## config.mk

```make
export PLATFORM = sky130hd
export DESIGN_NAME = iobrk_matcher
export DESIGN_NICKNAME = d
export VERILOG_FILES = /design/src/rtl/iobrk_pkg.sv /design/src/rtl/iobrk_slot_decode.sv /design/src/rtl/iobrk_range_cmp.sv /design/src/rtl/iobrk_result_reg.sv /design/src/rtl/iobrk_matcher.sv
export SDC_FILE = /design/constraint.sdc
export NUM_CORES = 1
export LEC_CHECK = 0
export BUFFER_PORTS_ARGS = -buffer_cell sky130_fd_sc_hd__buf_2
export CORE_MARGIN = 3
export CORE_UTILIZATION = 60
export DETAILED_ROUTE_END_ITERATION = 6
export PLACE_DENSITY = 0.81
export SKIP_LAST_GASP = 1
export SLEW_MARGIN = 20
export SYNTH_ARGS = -nofsm -noshare
export SYNTH_HDL_FRONTEND = slang
export SYNTH_SLANG_ARGS = --single-unit
```

## constraint.sdc

```tcl
create_clock -name clk -period 6.5 [get_ports clk]
set_input_delay 0.325 -clock clk [delete_from_list [all_inputs] [get_ports clk]]
set_output_delay 0.325 -clock clk [all_outputs]
set_load 0.02 [all_outputs]
```

## src/rtl/iobrk_pkg.sv

```systemverilog
package iobrk_pkg;

    localparam int BYTES_W = 4;
    localparam logic [1:0] KIND_IO = 2'b10;

    typedef logic [BYTES_W-1:0] nbytes_t;

    typedef struct packed {
        logic    armed;
        logic    is_io;
        nbytes_t span;
    } slot_cfg_t;

    // Slot length code to byte count; code 2 is the eight-byte case.
    function automatic nbytes_t span_of(input logic [1:0] code);
        nbytes_t r;
        case (code)
            2'd0:    r = nbytes_t'(1);
            2'd1:    r = nbytes_t'(2);
            2'd2:    r = nbytes_t'(8);
            default: r = nbytes_t'(4);
        endcase
        return r;
    endfunction

    // Access size code to byte count: 1 << code.
    function automatic nbytes_t size_of(input logic [1:0] code);
        return nbytes_t'(1) << code;
    endfunction

endpackage

```

## src/rtl/iobrk_slot_decode.sv

```systemverilog
module iobrk_slot_decode
    import iobrk_pkg::*;
(
    input  logic [1:0] en_pair,
    input  logic [3:0] field_nib,
    output slot_cfg_t  cfg
);
    always_comb begin
        cfg.armed = en_pair[0] | en_pair[1];
        cfg.is_io = (field_nib[1:0] == KIND_IO);
        cfg.span  = span_of(field_nib[3:2]);
    end
endmodule

```

## src/rtl/iobrk_range_cmp.sv

```systemverilog
module iobrk_range_cmp
    import iobrk_pkg::*;
#(
    parameter int PORT_W = 16,
    parameter int ADDR_W = 32
) (
    input  logic [PORT_W-1:0] port,
    input  nbytes_t           acc_bytes,
    input  logic [ADDR_W-1:0] base,
    input  nbytes_t           slot_bytes,
    output logic              overlap
);
    localparam int CW = ADDR_W + 1;

    logic [CW-1:0] acc_lo, acc_hi, slot_lo, slot_hi;

    always_comb begin
        acc_lo  = CW'(port);
        acc_hi  = acc_lo + CW'(acc_bytes) - CW'(1);
        slot_lo = CW'(base);
        slot_hi = slot_lo + CW'(slot_bytes) - CW'(1);
        overlap = (acc_hi >= slot_lo) && (acc_lo <= slot_hi);
    end
endmodule

```

## src/rtl/iobrk_result_reg.sv

```systemverilog
module iobrk_result_reg #(
    parameter int NUM_SLOTS = 4,
    parameter int STAT_W    = 32
) (
    input  logic                 clk,
    input  logic                 rst,
    input  logic [NUM_SLOTS-1:0] hit_vec,
    input  logic [STAT_W-1:0]    status_next,
    output logic                 trap_q,
    output logic [NUM_SLOTS-1:0] mask_q,
    output logic [STAT_W-1:0]    status_q
);
    logic any_hit;
    assign any_hit = |hit_vec;

    always_ff @(posedge clk) begin
        if (rst) begin
            trap_q   <= 1'b0;
            mask_q   <= '0;
            status_q <= '0;
        end else begin
            trap_q <= any_hit;
            mask_q <= hit_vec;
            if (any_hit) begin
                status_q <= status_next;
            end
        end
    end
endmodule

```

## src/rtl/iobrk_matcher.sv

```systemverilog
module iobrk_matcher
    import iobrk_pkg::*;
#(
    parameter int NUM_SLOTS = 4,
    parameter int PORT_W    = 16,
    parameter int ADDR_W    = 32,
    parameter int STAT_W    = 32
) (
    input  logic                        clk,
    input  logic                        rst,
    input  logic                        acc_valid,
    input  logic [PORT_W-1:0]           acc_port,
    input  logic [1:0]                  acc_size,
    input  logic                        io_bp_en,
    input  logic [2*NUM_SLOTS-1:0]      ctrl_en,
    input  logic [4*NUM_SLOTS-1:0]      ctrl_fields,
    input  logic [ADDR_W*NUM_SLOTS-1:0] slot_addr,
    input  logic [STAT_W-1:0]           status_in,
    output logic                        trap_req,
    output logic [NUM_SLOTS-1:0]        hit_mask,
    output logic [STAT_W-1:0]           status_out
);
    localparam logic [STAT_W-1:0] LOW_MASK = STAT_W'({NUM_SLOTS{1'b1}});

    nbytes_t               acc_bytes;
    slot_cfg_t             cfg   [NUM_SLOTS];
    logic [NUM_SLOTS-1:0]  overlap;
    logic [NUM_SLOTS-1:0]  hit_vec;
    logic                  check_now;
    logic [STAT_W-1:0]     status_next;

    assign acc_bytes = size_of(acc_size);
    assign check_now = acc_valid & io_bp_en;

    for (genvar i = 0; i < NUM_SLOTS; i++) begin : g_slot
        iobrk_slot_decode u_dec (
            .en_pair   (ctrl_en[2*i +: 2]),
            .field_nib (ctrl_fields[4*i +: 4]),
            .cfg       (cfg[i])
        );

        iobrk_range_cmp #(
            .PORT_W (PORT_W),
            .ADDR_W (ADDR_W)
        ) u_cmp (
            .port       (acc_port),
            .acc_bytes  (acc_bytes),
            .base       (slot_addr[ADDR_W*i +: ADDR_W]),
            .slot_bytes (cfg[i].span),
            .overlap    (overlap[i])
        );

        assign hit_vec[i] = check_now & cfg[i].armed & cfg[i].is_io & overlap[i];
    end

    assign status_next = (status_in & ~LOW_MASK) | STAT_W'(hit_vec);

    iobrk_result_reg #(
        .NUM_SLOTS (NUM_SLOTS),
        .STAT_W    (STAT_W)
    ) u_res (
        .clk         (clk),
        .rst         (rst),
        .hit_vec     (hit_vec),
        .status_next (status_next),
        .trap_q      (trap_req),
        .mask_q      (hit_mask),
        .status_q    (status_out)
    );
endmodule

```

Word-level counts from Yosys, hierarchy flattened
Index checks and enable logic that the tools add are counted.
W data, S select, Z words.
{"block": "classes", "eq_ne": 12, "bitwise": 18, "order_cmp": 8, "addsub": 10, "shift": 1, "reduce_logical": 9, "n_mux": 4}
{"cell": "$sub A33 B1 Y33 const B", "n": 5}
{"cell": "$add A32 B4 Y33", "n": 4}
{"cell": "$ge A33 B32 Y1", "n": 4}
{"cell": "$le A16 B33 Y1", "n": 4}
{"cell": "$pmux W4 S3", "n": 4}
{"cell": "$or A32 B4 Y32", "n": 1}
{"cell": "$add A16 B4 Y17", "n": 1}
{"cell": "$eq A2 B2 Y1 const B", "n": 8}
{"cell": "$and A1 B1 Y1", "n": 13}
{"cell": "$eq A2 B1 Y1 const B", "n": 4}
{"cell": "$logic_not A2 Y1", "n": 4}
{"cell": "$logic_and A1 B1 Y1", "n": 4}
{"cell": "$or A1 B1 Y1", "n": 4}
{"cell": "$reduce_or A4 Y1", "n": 1}
{"cell": "$shl A1 B2 Y4 const A", "n": 1}
{"block": "word_totals", "output_inout_bits": 37, "wordCells": 65, "reg_bits": 37}

Logic depth before layout (Yosys ltp)
Gate-level depths: netlist of the first run.
{"block": "depth", "depth_word": 8, "depth_mapped": 26, "ltp_nobuf": 24}

Cells and area by module
From an unflattened synthesis of the first run, not the netlist that was laid out.
{"block": "unflattened", "cells_unflattened": 2513, "hier_area_um2": 18317.6}
{"mod": "iobrk_range_cmp (g_slot[0].u_cmp ...)", "area_per_inst_um2": 4167.7, "instances": 3, "cells_per_inst": 586, "seq_area_each_um2": 0.0}
{"mod": "iobrk_range_cmp (g_slot[1].u_cmp)", "area_per_inst_um2": 4020.1, "instances": 1, "cells_per_inst": 569, "seq_area_each_um2": 0.0}
{"mod": "iobrk_result_reg", "area_per_inst_um2": 1574.0, "instances": 1, "cells_per_inst": 149, "seq_area_each_um2": 740.7}
{"mod": "iobrk_slot_decode", "area_per_inst_um2": 38.8, "instances": 4, "cells_per_inst": 6, "seq_area_each_um2": 0.0}
{"mod": "iobrk_matcher", "area_per_inst_um2": 65.1, "instances": 1, "cells_per_inst": 13, "seq_area_each_um2": 0.0}

Worst setup path before layout of the first run
No wires, ideal clock.
{"block": "synth_path", "path_type": "in2reg", "start": "in acc_size[0]", "end": "reg u_res.status_q[10]", "cell_stages": 25, "slack_ns": 0.927, "path_buffers": 1, "required_time_ns": 6.428, "setup_ns": 0.072, "t_arrival_ns": 5.501, "cell_sequence": "nor2_1 > ha_1 > inv_1 > fa_1 > and2b_1 > o22a_1 > xnor2_1 > nor4_1 > nand3_1 > nor2_1 > mux2i_1 > xnor2_1 > ha_1 > a21oi_1 > nor2b_1 > o21ai_0 > a21oi_1 > a211oi_1 > a21oi_1 > a211oi_1 > nor3_1 > o31a_1 > a211oi_4 > buf_6 > mux2i_1"}
{"block": "synth_via", "elab_chain_cells": 7, "word_cells_on_any_way": 16, "classes_between": "2 x add/sub; 4 x order compare; 1 x shift; 4 x bitwise; 5 x reduce/logical"}
{"element": "from (decl)", "line": "iobrk_matcher.sv:13", "rtl": "input logic [1:0] acc_size,"}
{"element": "$shl A1 B2 Y4 (*)", "line": "iobrk_pkg.sv:28", "rtl": "return nbytes_t'(1) << code;"}
{"element": "$add A16 B4 Y17 (*)", "line": "iobrk_range_cmp.sv:19", "rtl": "acc_hi = acc_lo + CW'(acc_bytes) - CW'(1);"}
{"element": "$sub A33 B1 Y33 (*)", "line": "iobrk_range_cmp.sv:19"}
{"element": "$ge A33 B32 Y1", "line": "iobrk_range_cmp.sv:22", "rtl": "overlap = (acc_hi >= slot_lo) && (acc_lo <= slot_hi);"}
{"element": "$logic_and A1 B1 Y1", "line": "iobrk_range_cmp.sv:22"}
{"element": "$and A1 B1 Y1", "line": "iobrk_matcher.sv:53", "rtl": "assign hit_vec[i] = check_now & cfg[i].armed & cfg[i].is_io & overlap[i];"}
{"element": "$reduce_or A4 Y1 (*)", "line": "iobrk_result_reg.sv:14", "rtl": "assign any_hit = |hit_vec;"}
{"element": "to (signal assigned)", "line": "iobrk_result_reg.sv:25", "rtl": "status_q <= status_next;"}
{"element": "to (decl)", "line": "iobrk_result_reg.sv:11", "rtl": "output logic [STAT_W-1:0] status_q"}
Mark *: on every way between the ends. The rest lies on a longest branch, timed or not.
A chain may end at the register's enable or synchronous reset.

Worst setup path in the final report of the first run
{"block": "layout_path", "start": "in acc_size[0]", "end": "reg u_res.status_q[20]"}
The elaborated chain is that of the path after synthesis.

==> results.py, run 1 <==
metrics = {
    "route": {
        "dr_total_vias": 16900,
        "drtAntennaViolNets": 0,
        "avgViaCountPerCell": 6.48,
        "avgRoutedWirePerCell_um": 19.5,
        "detail_route.first_pass.iterations": 6,
        "post-route-drc-count": 0,
        "routed_wl_um": 50700,
        "drt_iter0_markers": 1672,
    },
    "floorplanning": {
        "core-area_um2": 23900,
        "dieHeight_um": 163,
        "die_w_um": 163,
        "rows": 56,
        "initial_core_util_pct": 62.1,
        "die_area_um2": 26700,
        "ioPinCount": 243,
    },
    "critical_path": {
        "ff2ff_path_depth": 2,
        "end_kind": "flop",
        "r2r_end": "u_res.status_q[0]$_SDFFE_PP0P_",
        "worstSetupStartpointType": "input pin",
        "timing.rr.start": "u_res.status_q[0]$_SDFFE_PP0P_",
        "crit_type": "input pin to flop",
        "worst-path-max-fanout": 33,
        "arrival_ps": 6210,
        "required_ps": 6720,
        "r2r_slack_ps": 5830,
    },
    "sta": {
        "setup_violations": 0,
        "fin_crit_ps": 6000,
        "rsz0062_at_grt": "no",
        "timing.setup.tns_ps": 0,
        "hold_viol_final": 0,
        "hold_ws_ps": 271,
        "tightest_slew_ps": 995,
        "slew-limit-headroom_pct": 31.9,
        "fmax_mhz": 167,
        "finalCritPeriodShare_pct": 92.3,
        "fin_worst_skew_ps": 0,
        "drv_slew": 0,
    },
    "place": {
        "dp_cells": 2599,
        "place.gp.congestion": 0.971,
        "place_hpwl_um": 43600,
        "port_buffers": 238,
    },
    "final_layout": {
        "n_fill_cell": 2096,
        "area_growth_pct": 11.2,
        "final_common_cell": "ha_1",
        "fin_cells": 2607,
        "final_nets": 2828,
        "final_cell_mix": "ha_1, buf_2, inv_1",
        "drive_gt1_share_pct": 12.3,
        "insertedDiodeCount": 0,
    },
    "logic_synthesis": {
        "synth_top_area_share_pct": 27.8,
        "netlist_top_cells_area": "ha_1, inv_1, a21oi_1",
        "syn_nets": 2623,
        "ys_seq_area_share_pct": 4.99,
        "synth-seq-cells": 37,
        "synth-warning-count": 0,
        "synth_area_per_cell_um2": 7.13,
        "yosysTopAreaCell": "ha_1",
        "synth_flop_cell": "dfxtp_1",
        "synth_edf_count": 0,
        "ys_types": 83,
        "synthArstFlopShare_pct": 0,
        "syn_area_um2": 14800,
        "syn_inst": 2082,
    },
    "grt": {
        "grt_most_used_layer": "met2",
        "grt_pass1_wl_um": 78300,
        "grt_max_degree": 39,
        "grt_pass1_vias": 16000,
        "overflow": 0,
        "use_met3_pct": 3.40,
        "met2_usage_pct": 61.4,
        "track_usage_pct": 35.9,
        "antenna_found_initial": 1,
        "gr-usage-met1_pct": 46.9,
    },
    "clock_tree": {
        "post_cts_buffers": 0,
        "clock_path_buffers": 2,
        "cts_sinks": 37,
        "cts_resized": 0,
        "clk_latency_ps": 280,
        "cts_tree": "built",
        "cts_buffers": 5,
        "cts.hold.buffers_added": 0,
        "ctsRootBufferMaster": "clkbuf_16",
        "clk_transition_reported_paths_ps": 60,
        "htree_levels": 2,
    },
    "worst_hold_path": {
        "min_to": "u_res.status_q[12]$_SDFFE_PP0P_",
        "min-delay-start": "status_in[12]",
        "worstHoldPathCells": 3,
        "hp-class": "input pin to flop",
    },
    "power": {
        "vdd_drop_max_v": 0.000112,
        "p_leak_nw": 8.52,
        "p_total_w": 0.00202,
        "p_per_area_nw_per_um2": 122,
    },
    "job": {
        "maxCapViolations": 0,
    },
    "status": {
        "status": "finished, final reports clean",
    },
}
==> power breakdown <==
group	internal, W	switching, W
Clock	0.000219	0.000101
Combinational	0.000590	0.000885
Sequential	0.000227	0.00000000110
Total	0.00104	0.000986
==> routing by layer <==
layer	vias to the layer above	wire [µm]
met4	2	2060
met1	7876	21400
met5	-	13
met3	141	3900
li1	8154	-
met2	720	23400
==> synth_stat cells (7+ instances only) <==
master       n
buf_2        7
or3_1       17
nand2b_1    30
a211oi_1    31
o31ai_1     12
nor2_1     135
clkbuf_1    39
nor4_1      19
or2_2        7
a221oi_1    11
o2111ai_1   12
a21oi_1    164
and4_1       7
nand2_1    182
o211ai_1    32
nor3_1      59
xor2_1      50
a31oi_1     18
a21o_1      71
o22ai_1     10
nand3_1     53
mux2i_1     43
a211o_1     12
ha_1       330
nor2b_1     21
o21ai_1     10
a2111oi_0   10
o21bai_1    23
inv_1      221
o21ai_0    108
and2_1       8
nand4_1     63
xnor2_1     48
dfxtp_1     37
o21a_1      29
and3_1      19
==> per-stage QoR <==
stage                     setup WS [ps]  utilization, %  area [µm²]
after CTS                           608            69.1       16500
after global routing                181            69.1       16500
after global placement              517            68.3       16300
after floorplan                     927               -       14800
final                               502            69.1       16500
after detailed placement            346            68.3       16300
==> cells by family (layout without fill, tap and decap cells) <==
group           Yosys count  after routing  share of synthesized area (%)
fa+ha+maj               337            337                           28.6
mux                      46             46                           3.13
flops                    37             37                           4.99
xor+xnor                 98             98                           5.78
buf+inv                 274            480                           7.14
simple gates            657            657                           22.0
compound gates          633            633                           28.3
==> layout make-up <==
type,count,area (µm²),share of cell area (%)
Tap cell,319,399,2.42
Inverter,222,833,5.05
Multi-Input combinational cell,1771,13000,79.1
Sequential cell,37,741,4.49
Timing Repair Buffer,250,1290,7.84
Clock buffer,5,125,0.758
Clock inverter,3,65.1,0.394
==> how the worst max path moves through the flow <==
stage / endpoint / slack [ps] / from / cells after the start
after floorplan: u_res.status_q[10]$_SDFFE_PP0P_ / 930 / acc_size[0] / 25
after global placement: u_res.status_q[18]$_SDFFE_PP0P_ / 520 / acc_size[0] / 25
after detailed placement: u_res.status_q[8]$_SDFFE_PP0P_ / 350 / acc_size[0] / 25
after CTS: u_res.status_q[20]$_SDFFE_PP0P_ / 610 / acc_size[0] / 25
after global routing: u_res.status_q[17]$_SDFFE_PP0P_ / 180 / acc_size[0] / 25
final: u_res.status_q[20]$_SDFFE_PP0P_ / 500 / acc_size[0] / 26
==> registers in the layout (all words and copies together) (netlist names) <==
name	count
u_res.status_q	32
u_res.trap_q	1
u_res.mask_q	4
==> worst max-delay path, stage by stage <==
cell and delay, ps:
buf_2 120, nor2_1 100, ha_1 170, inv_1 60, fa_1 390, and2b_1 300
o22a_1 180, xnor2_1 130, nor4_1 480, nand3_1 190, nor2_1 200, mux2i_1 120
xnor2_1 480, ha_1 360, a21oi_1 160, nor2b_1 70, o21ai_0 170, a21oi_1 90
a211oi_1 470, a21oi_1 130, a211oi_1 270, nor3_1 90, o31a_1 360, a211oi_4 250
buf_12 280, mux2i_1 240
Power figures use the tool's default switching activity.
==> run 2: changes to the inputs <==
CELL_PAD_IN_SITES_DETAIL_PLACEMENT = 1   (was default)
CELL_PAD_IN_SITES_GLOBAL_PLACEMENT = 1   (was default)
CORE_UTILIZATION = 43   (was 60)
==> run 2 against run 1 <==
Compared with the run above:
- setup slack worse by 220 ps
- global-route usage down 4.6 points
- core utilization down 20 points
==> results.py, run 2 (same netlist as run 1, synthesis figures left out) <==
metrics = {
    "clock_tree": {
        "htree_levels": 2,
        "cts_sinks": 37,
        "clock_path_buffers": 2,
        "ctsRootBufferMaster": "clkbuf_16",
        "clk_latency_ps": 280,
        "cts_tree": "built",
        "cts.hold.buffers_added": 0,
        "cts_buffers": 5,
        "clk_transition_reported_paths_ps": 60,
    },
    "final_layout": {
        "final_common_cell": "ha_1",
        "drive_gt1_share_pct": 12.8,
        "final_cell_mix": "ha_1, buf_2, inv_1",
        "regMostFlops": "u_res.status_q",
        "final_nets": 2838,
        "area_growth_pct": 12.7,
        "n_fill_cell": 4465,
        "fin_cells": 2755,
        "final_area_um2": 16700,
        "reg_top3": "u_res.status_q: 32 flops, u_res.mask_q: 4 flops, u_res.trap_q: 1 flops",
        "largest_register_ffs": 32,
    },
    "floorplanning": {
        "die_w_um": 192,
        "initial_core_util_pct": 44.0,
        "dieHeight_um": 192,
        "core-area_um2": 33800,
        "die_area_um2": 36800,
        "ioPinCount": 243,
        "rows": 67,
    },
    "critical_path": {
        "critPathSlowestCell": "xnor2_1",
        "worst-path-max-fanout": 33,
        "max_stage_delay_ps": 760,
        "crit_buf_inv": 3,
        "end_kind": "flop",
        "arrival_ps": 6390,
        "crit_path_start": "acc_size[0]",
        "required_ps": 6680,
        "crit_type": "input pin to flop",
        "worstSetupStartpointType": "input pin",
        "path_delay_family": "compound AO/OA/AOI/OAI gates",
        "timing.rr.start": "u_res.status_q[13]$_SDFFE_PP0P_",
        "cp_common_cell": "nand3_1",
    },
    "route": {
        "drt_iter0_markers": 1035,
        "routed_wl_um": 61000,
        "detail_route.first_pass.iterations": 5,
        "dr_total_vias": 17200,
        "avgViaCountPerCell": 6.25,
        "post-route-drc-count": 0,
        "avgRoutedWirePerCell_um": 22.1,
        "drtAntennaViolNets": 0,
    },
    "place": {
        "place_hpwl_um": 51000,
        "place.gp.congestion": 0.958,
        "dp_cells": 2738,
        "dpl_cell_area_um2": 16600,
        "port_buffers": 238,
    },
    "sta": {
        "slew-limit-headroom_pct": 32.8,
        "fin_worst_skew_ps": 0,
        "setup_violations": 0,
        "fmax_mhz": 161,
        "hold_viol_final": 0,
        "fin_crit_ps": 6220,
        "timing.setup.tns_ps": 0,
        "tightest_slew_ps": 1000,
        "rsz0062_at_grt": "no",
        "drv_slew": 0,
        "finalCritPeriodShare_pct": 95.6,
    },
    "grt": {
        "antenna_found_initial": 7,
        "overflow": 0,
        "grt_pass1_vias": 17200,
        "track_usage_pct": 31.3,
        "gr-usage-met1_pct": 41.9,
        "met2_usage_pct": 53.3,
        "use_met3_pct": 2.52,
        "grt_most_used_layer": "met2",
        "grt_pass1_wl_um": 92000,
        "grt_max_degree": 61,
    },
    "worst_hold_path": {
        "hp-class": "input pin to flop",
        "min-delay-start": "status_in[27]",
    },
    "job": {
        "maxCapViolations": 0,
    },
    "status": {
        "status": "finished, final reports clean",
    },
    "power": {
        "vdd_drop_max_v": 0.000117,
        "p_leak_nw": 8.55,
        "p_per_area_nw_per_um2": 120,
    },
}
## run 2: per-stage QoR
step / utilization (%) / hold slack (ps) / worst slack [ps] / total power (W)
floorplan: - / 397 / 927 / 0.00126
global placement: 49.0 / 440 / 381 / 0.00165
detailed placement: 49.0 / 456 / 216 / 0.00172
CTS: 49.4 / 282 / 414 / 0.00197
global route: 49.5 / 282 / 50.2 / 0.00217
finish: 49.5 / 286 / 283 / 0.00200
## run 2: cell type report
cell class	count	area, µm²	area share (%)
Tap cell	448	561	3.35
Multi-Input combinational cell	1771	13100	78.0
Antenna cell	9	22.5	0.135
Clock buffer	5	125	0.748
Sequential cell	37	741	4.43
Timing Repair Buffer	260	1370	8.18
Inverter	222	833	4.98
Clock inverter	3	22.5	0.135
## run 2: routing by layer
layer	vias to the layer above	share of wire (%)	wire (µm)
met3	126	5.5	3370
met2	545	47	28700
met5	-	0	0
met4	0	3.6	2180
met1	8362	44	26800
li1	8182	-	-
## run 2: worst min-delay path: cells and delay by family
family	cells	cell delay, ps
mux	1	50
simple gates	1	50
buf+inv	1	100
## run 2: power breakdown
part / internal (W) / switching, W
clock: 0.000143 / 0.000101
combinational: 0.000602 / 0.000927
sequential: 0.000227 / 0.00000000131
## run 2: what timing repair did
item / 4_1_cts / 5_1_grt
endpoints found under the setup margin: 0 / 1
buffers inserted: 0 / 0
resized for setup: 0 / 1
## run 2: path summary, 6_finish.rpt
| kind | endpoint | slack (ps) | cells after the start |
|---|---|---|---|
| worst min-delay path | u_res.status_q[27]$_SDFFE_PP0P_ | 290 | 3 |
| worst min register to register | u_res.status_q[15]$_SDFFE_PP0P_ | 460 | 2 |
| worst max-delay path | u_res.status_q[13]$_SDFFE_PP0P_ | 280 | 26 |
| worst max register to register | u_res.status_q[13]$_SDFFE_PP0P_ | 5700 | 2 |
